### config.mk
export PLATFORM = sky130hd
export DESIGN_NAME = modem_ctl_stat
export DESIGN_NICKNAME = d
export VERILOG_FILES = /design/src/rtl/mcs_pkg.sv /design/src/rtl/mcs_sync.sv /design/src/rtl/mcs_ctrl.sv /design/src/rtl/mcs_stat.sv /design/src/rtl/modem_ctl_stat.sv
export SDC_FILE = /design/constraint.sdc
export NUM_CORES = 1
export LEC_CHECK = 0
export ABC_CLOCK_PERIOD_IN_PS = 1200
export BUFFER_PORTS_ARGS = -buffer_cell sky130_fd_sc_hd__buf_2
export CAP_MARGIN = 20
export CELL_PAD_IN_SITES_DETAIL_PLACEMENT = 1
export CELL_PAD_IN_SITES_GLOBAL_PLACEMENT = 1
export CORE_MARGIN = 2
export CORE_UTILIZATION = 36
export DETAILED_ROUTE_END_ITERATION = 16
export HOLD_SLACK_MARGIN = 0.06
export PLACE_DENSITY_LB_ADDON = 0.1
export REMOVE_ABC_BUFFERS = 1
export SKIP_LAST_GASP = 1
export SLEW_MARGIN = 20
export SYNTH_ARGS = -nofsm -noshare
export SYNTH_HDL_FRONTEND = slang
export SYNTH_SLANG_ARGS = --single-unit
### constraint.sdc
create_clock -name clk -period 1.2 [get_ports clk]
set_input_delay 0.06 -clock clk [delete_from_list [all_inputs] [get_ports clk]]
set_output_delay 0.06 -clock clk [all_outputs]
set_load 0.05 [all_outputs]
### src/rtl/mcs_pkg.sv
package mcs_pkg;
   localparam int CTRL_W = 5;
   localparam int NIB_W  = 4;
   localparam int REG_W  = 8;

   // nibble positions of the modem inputs (status bits 7:4 / 3:0)
   localparam int IDX_CTS = 0;
   localparam int IDX_DSR = 1;
   localparam int IDX_RI  = 2;
   localparam int IDX_DCD = 3;

   typedef struct packed {
      logic loop;
      logic out2;
      logic out1;
      logic rts;
      logic dtr;
   } ctrl_t;

   localparam ctrl_t CTRL_RST = '{loop: 1'b0, out2: 1'b1, out1: 1'b0, rts: 1'b0, dtr: 1'b0};
endpackage

### src/rtl/mcs_sync.sv
module mcs_sync #(
   parameter int               WIDTH   = 4,
   parameter int               STAGES  = 2,
   parameter logic [WIDTH-1:0] RST_VAL = '0
) (
   input  logic             clk,
   input  logic             rst_n,
   input  logic [WIDTH-1:0] d,
   output logic [WIDTH-1:0] q
);
   localparam int LAST = STAGES - 1;

   if (STAGES < 2) begin : g_bad_stages
      $error("mcs_sync: STAGES must be at least 2");
   end

   logic [WIDTH-1:0] chain [STAGES];

   for (genvar s = 0; s < STAGES; s++) begin : g_stage
      if (s == 0) begin : g_first
         always_ff @(posedge clk or negedge rst_n) begin
            if (!rst_n) chain[s] <= RST_VAL;
            else        chain[s] <= d;
         end
      end else begin : g_next
         always_ff @(posedge clk or negedge rst_n) begin
            if (!rst_n) chain[s] <= RST_VAL;
            else        chain[s] <= chain[s-1];
         end
      end
   end

   assign q = chain[LAST];
endmodule

### src/rtl/mcs_ctrl.sv
module mcs_ctrl
   import mcs_pkg::*;
#(
   parameter ctrl_t RST_VAL = CTRL_RST
) (
   input  logic              clk,
   input  logic              rst_n,
   input  logic              wr,
   input  logic [CTRL_W-1:0] wdata,
   output ctrl_t             ctrl_q,
   output logic              dtr_o,
   output logic              rts_o,
   output logic              out1_o,
   output logic              out2_o
);
   logic dtr_pin_q;
   logic rts_pin_q;

   always_ff @(posedge clk or negedge rst_n) begin
      if (!rst_n)  ctrl_q <= RST_VAL;
      else if (wr) ctrl_q <= ctrl_t'(wdata);
   end

   // handshake pins follow the register only outside loopback
   always_ff @(posedge clk or negedge rst_n) begin
      if (!rst_n) begin
         dtr_pin_q <= 1'b0;
         rts_pin_q <= 1'b0;
      end else if (!ctrl_q.loop) begin
         dtr_pin_q <= ctrl_q.dtr;
         rts_pin_q <= ctrl_q.rts;
      end
   end

   assign dtr_o  = dtr_pin_q;
   assign rts_o  = rts_pin_q;
   assign out1_o = ctrl_q.out1;
   assign out2_o = ctrl_q.out2;
endmodule

### src/rtl/mcs_stat.sv
module mcs_stat
   import mcs_pkg::*;
#(
   parameter logic [NIB_W-1:0] RST_LVL = 4'b1011
) (
   input  logic             clk,
   input  logic             rst_n,
   input  logic [NIB_W-1:0] lvl,
   input  logic             clr,
   output logic [NIB_W-1:0] hi_q,
   output logic [NIB_W-1:0] delta_q
);
   logic [NIB_W-1:0] diff;
   logic [NIB_W-1:0] hit;

   assign diff = lvl ^ hi_q;

   for (genvar b = 0; b < NIB_W; b++) begin : g_hit
      if (b == IDX_RI) begin : g_trail
         assign hit[b] = hi_q[b] & ~lvl[b];
      end else begin : g_edge
         assign hit[b] = diff[b];
      end
   end

   always_ff @(posedge clk or negedge rst_n) begin
      if (!rst_n) begin
         hi_q    <= RST_LVL;
         delta_q <= '0;
      end else begin
         hi_q    <= lvl;
         delta_q <= (clr ? '0 : delta_q) | hit;
      end
   end
endmodule

### src/rtl/modem_ctl_stat.sv
module modem_ctl_stat
   import mcs_pkg::*;
#(
   parameter int               SYNC_STAGES = 2,
   parameter logic [NIB_W-1:0] RST_LVL     = 4'b1011,
   parameter ctrl_t            RST_CTRL    = CTRL_RST
) (
   input  logic              clk,
   input  logic              rst_n,
   input  logic              ctl_wr,
   input  logic [CTRL_W-1:0] ctl_wdata,
   output logic [REG_W-1:0]  ctl_rdata,
   input  logic              stat_rd,
   output logic [REG_W-1:0]  stat_rdata,
   input  logic              cts_i,
   input  logic              dsr_i,
   input  logic              dcd_i,
   input  logic              ri_i,
   output logic              dtr_o,
   output logic              rts_o,
   output logic              out1_o,
   output logic              out2_o,
   output logic              delta_any_o
);
   localparam int PAD_W = REG_W - CTRL_W;

   logic [NIB_W-1:0] raw_lvl;
   logic [NIB_W-1:0] sync_lvl;
   logic [NIB_W-1:0] stat_hi;
   logic [NIB_W-1:0] delta_q;
   ctrl_t            ctrl_q;
   logic             ctrl_loop;
   logic             rd_clr;

   always_comb begin
      raw_lvl          = '0;
      raw_lvl[IDX_CTS] = cts_i;
      raw_lvl[IDX_DSR] = dsr_i;
      raw_lvl[IDX_RI]  = ri_i;
      raw_lvl[IDX_DCD] = dcd_i;
   end

   mcs_sync #(.WIDTH(NIB_W), .STAGES(SYNC_STAGES), .RST_VAL(RST_LVL)) u_sync (
      .clk (clk),
      .rst_n (rst_n),
      .d (raw_lvl),
      .q (sync_lvl)
   );

   mcs_ctrl #(.RST_VAL(RST_CTRL)) u_ctrl (
      .clk (clk),
      .rst_n (rst_n),
      .wr (ctl_wr),
      .wdata (ctl_wdata),
      .ctrl_q (ctrl_q),
      .dtr_o (dtr_o),
      .rts_o (rts_o),
      .out1_o (out1_o),
      .out2_o (out2_o)
   );

   assign ctrl_loop = ctrl_q.loop;
   assign rd_clr    = stat_rd & ~ctrl_loop;

   mcs_stat #(.RST_LVL(RST_LVL)) u_stat (
      .clk (clk),
      .rst_n (rst_n),
      .lvl (sync_lvl),
      .clr (rd_clr),
      .hi_q (stat_hi),
      .delta_q (delta_q)
   );

   assign ctl_rdata = {{PAD_W{1'b0}}, ctrl_q};

   always_comb begin
      if (ctrl_loop)
         stat_rdata = {ctrl_q.out2, ctrl_q.out1, ctrl_q.dtr, ctrl_q.rts, {NIB_W{1'b0}}};
      else
         stat_rdata = {stat_hi, delta_q};
   end

   assign delta_any_o = |delta_q;
endmodule

* Yosys cells after proc, flatten, opt, wreduce, memory -nomap -nowiden
Cells that the tools add are included.
** Word-level totals
- Register bits :: 23
- Bits of input ports :: 13
- Output and inout port bits :: 21
- Logic and storage cells :: 20
** Operators by class
- Multiplexer cells :: 2
- Bitwise logic cells :: 6
- Reductions and logical operators :: 1
** Operator list (count)
- $mux 8 :: 1
- $mux 4 :: 1
- $or 4x4->4 :: 1
- $reduce_or 4->1 :: 1
- $xor 4x4->4 :: 1
- $and 1x1->1 :: 2
- $not 1->1 :: 2

* Depth between registers and ports, before layout
- Depth in word-level cells :: 4
- Gate-level depth with buffers :: 3
- Gate-level depth less buffers :: 2

* Modules after synthesis
From an unflattened synthesis, not the netlist that was laid out.
** Unflattened totals
- Cells, all modules :: 63
- Area, all modules :: 895.9 um2
** Modules (own cells, without submodules)
- mcs_ctrl :: times used 1, cells an instance 16, area each 270.3 um2, sequential area each 176.4 um2
- mcs_stat :: times used 1, cells an instance 20, area each 270.3 um2, sequential area each 203.9 um2
- mcs_sync :: times used 1, cells an instance 12, area each 237.7 um2, sequential area each 207.7 um2
- modem_ctl_stat :: times used 1, cells an instance 15, area each 117.6 um2, sequential area each 0.0 um2

* Worst setup path after synthesis
No wires, ideal clock.
- Path kind :: register to output
- Start point :: register, netlist name u_ctrl.ctrl_q[4]
- End point :: output stat_rdata[6]
- Arrival :: 1.918 ns
- Data required time :: 1.140 ns
- Setup slack :: -0.778 ns
- Cell stages (with the launch flop) :: 3
- Path buffers :: 1
- Cells stage by stage :: dfrtp_1 > buf_6 > o21ai_0
** Between the ends
- Cells in the longest elaborated chain, start to end :: 1
** RTL lines
- $mux 8 :: line modem_ctl_stat.sv:77 : if (ctrl_loop)
- to (decl) :: line modem_ctl_stat.sv:14 : output logic [REG_W-1:0] stat_rdata,
Every way passes these cells.

* Worst setup path in the final report
- Start point :: register, netlist name u_ctrl.ctrl_q[4]
- End point :: output stat_rdata[5]
** Between the ends
- Cells in the longest elaborated chain, start to end :: 1
** RTL lines (line)
- $mux 8 :: modem_ctl_stat.sv:77
Every way passes these cells.

==> impl_metrics.json <==
{
  "status": "complete, but fails checks",
  "violations": "setup timing",
  "grt_overflow_total": 0,
  "cp.arrival_ns": 1.27,
  "max_freq_ghz": 0.7493,
  "yosysTopAreaCell": "dfrtp_1",
  "yosysSeqAreaShare": 0.6782,
  "r2r_slack_ns": 0.03,
  "p_switching_w": 0.0006800,
  "maxSlewViolCount": 0,
  "dieArea_um2": 2817,
  "cp_top_family": "flip-flops",
  "post_synth_xor_area_fraction": 0.03030,
  "cts_max_path_buffers": 2,
  "p_clk_frac": 0.176,
  "start_kind": "flip-flop",
  "drtPass1Iterations": 4,
  "synth_top_family_by_area": "multiplexers",
  "synth_fa_ha_area_frac": 0,
  "synth_cells": 60,
  "clk_pin_slew_ns": 0.12,
  "worstPathMaxFanout": 6,
  "synth-simple-area-share": 0.03608,
  "postRouteAntennaNets": 0,
  "synth-compound-area-share": 0.03030,
  "drt_wl_total_mm": 1.744,
  "reg2reg_from": "u_ctrl.ctrl_q[4]",
  "path_buf_inv": 1,
  "synth_warnings": 0,
  "busiest_layer": "met2",
  "ys_types": 15,
  "crit_type": "flip-flop to output pin",
  "grtUsageTotal": 0.1382,
  "worst_slack_ns": -0.1347,
  "drive_gt1_frac": 0.6571,
  "wl_per_cell_um": 13.11,
  "crit_path_end_kind": "output pin",
  "min-delay-start": "ctl_wr",
  "die_h_um": 53.08,
  "power_w": 0.001928,
  "seqPwrFrac": 0.469,
  "syn_avg_cell_area_um2": 14.45,
  "cts_tree": "built",
  "io_buffer_count": 30,
  "grt_util_met1": 0.1645,
  "area_delta_synth_final_pct": 51.52,
  "r2r_end": "u_ctrl.rts_o",
  "clkLatencyLatePin_ns": 0.30,
  "synthTopCellsByArea": "dfrtp_1 (38%), dfstp_2 (30%), mux2_2 (9.1%)",
  "internal-power_w": 0.001248,
  "vias": 593,
  "root_buffer": "clkbuf_4",
  "layout.nets": 119,
  "cts_buffers": 3,
  "initial_utilization": 0.3846,
  "grt_pass1_vias": 604,
  "place_congestion": 0.6574,
  "cp_slowest_stage_delay_ns": 0.50,
  "min_to": "u_ctrl.ctrl_q[0]",
  "antennaDiodeCount": 0,
  "ios": 34,
  "pre_cts_slack_ns": -0.08016,
  "std_cell_rows": 17,
  "drc": 0,
  "irDropWorstVdd_uv": 1028,
  "drv_cap": 0,
  "htreeDepth": 1,
  "holdPathStages": 2,
  "fin_skew_ns": 0.003491,
  "drtIter0Drc": 3,
  "die_w_um": 53.08,
  "crit_chain": "mux2_4, buf_6",
  "use_met2": 0.2333,
  "reg2reg_depth": 3,
  "p_sw_frac": 0.3527,
  "dp_hpwl_mm": 1.144,
  "cp_slowest_cell": "dfrtp_2",
  "period_share": 1.112,
  "min_period_ns": 1.335,
  "rsz0062_at_grt": "true",
  "antenna_found_initial": 0,
  "synth_top_area_frac": 0.3752,
  "grt_use_met3": 0.02542,
  "hold_viol": 0,
  "grt_pass1_wl_mm": 2.663,
  "viasPerCell": 4.459,
  "grt_max_degree": 24,
  "core_area_um2": 2255,
  "syn-cell-area_um2": 867.1,
  "ys_ff_latch": 23,
  "crit_required_ns": 1.14,
  "hold_path_class": "primary input to flip-flop",
  "combPwrFrac": 0.355,
  "pwr_density_cell_nw_per_um2": 1467,
  "leakage_nw": 0.6062,
  "muxShareOfSynthArea": 0.1429,
  "clkSinkCount": 23,
  "setup_viol": 9
}
[cells by family after synthesis]
logic type             after synthesis
flip-flops                          23
XOR/XNOR                             3
AO/OA/AOI/OAI                        5
multiplexers                        10
AND/OR/NAND/NOR                      7
buffers and inverters               11
other                                1
[per-layer routing]
layer  up-vias  share of wire
met5         -              0
met4         0         0.0097
met3         2          0.042
met2        23           0.55
met1       290           0.40
li1        278              -
[final cells by class]
cell class | count | area [µm²]
inverter | 5 | 18.77
tap | 28 | 35.03
multi-input combinational | 28 | 255.2
fill | 239 | 940.9
clock buffer | 4 | 26.28
sequential | 23 | 589.3
timing repair buffer | 45 | 389.1
[registers in the layout (all words and copies together) (netlist names), 3 cells and up]
name and count:
u_stat.hi_q 4, u_sync.chain 4, u_stat.delta_q 4, u_sync.q 4, u_ctrl.ctrl_q 3
[power groups by stage]
stage / logic, W / clock network, W / registers (W)
2_1_floorplan: 0.000249 / 0 / 0.00104
3_3_place_gp: 0.000507 / 0 / 0.000915
3_5_place_dp: 0.000512 / 0 / 0.000919
4_1_cts: 0.000649 / 0.000351 / 0.000903
5_1_grt: 0.000719 / 0.000406 / 0.000915
6_report: 0.000684 / 0.000339 / 0.000905
[cells in the final DEF (no fill, tap or decap)]
cell	instances
dfstp_2	10
buf_4	3
buf_8	5
dfrtp_1	12
buf_2	18
inv_2	4
clkbuf_4	3
inv_1	1
mux2_2	7
o22ai_1	1
nor2_4	4
dfrtp_2	1
o21ai_0	3
conb_1	3
o21ai_2	1
clkbuf_1	1
xnor2_1	3
dlygate4sd3_1	10
buf_6	9
nor2b_2	1
nand2_1	1
mux2_4	3
nand4_1	1
[worst max path at each step]
stage,start,endpoint,slack [ns],cells past startpoint
after detailed placement,u_ctrl.ctrl_q[4],u_stat.delta_q[1],-0.08,3
after floorplan,u_ctrl.ctrl_q[4],stat_rdata[6],-0.77,1
after global placement,u_ctrl.ctrl_q[4],u_stat.delta_q[2],-0.07,3
after CTS,u_ctrl.ctrl_q[4],stat_rdata[7],-0.15,2
final,u_ctrl.ctrl_q[4],stat_rdata[5],-0.13,2
after global routing,u_ctrl.ctrl_q[4],stat_rdata[7],-0.20,2
[synthesized netlist by cell type]
cell type / n
conb_1: 1
o22ai_1: 1
mux2_4: 3
inv_1: 5
nor2b_1: 1
nand2_1: 1
dfstp_2: 10
nand4_1: 1
buf_4: 5
mux2_2: 7
buf_6: 1
nor2_1: 4
dfrtp_1: 13
o21ai_0: 4
xnor2_1: 3
[per-stage QoR]
step / util / TNS [ns] / cells / area, µm² / hold slack, ns
2_1_floorplan: - / -2.968 / 56 / 825.8 / -0.2356
3_3_place_gp: 0.4517 / -0.2408 / 115 / 1018 / 0.05197
3_5_place_dp: 0.4517 / -0.2710 / 115 / 1018 / 0.05115
4_1_cts: 0.5627 / -0.9194 / 132 / 1269 / 0.1096
5_1_grt: 0.5827 / -1.467 / 133 / 1314 / 0.08466
6_report: 0.5827 / -0.8388 / 133 / 1314 / 0.1071
[timing repair]
item / 4_1_cts / 5_1_grt
buffers inserted: 3 / 1
hold buffers: 10 / 0
hold endpoints to repair: 32 / 0
pin swaps: 3 / 0
setup endpoints to repair: 13 / 13
gates resized for setup: 33 / 18
(Power assumes the default switching activity.)
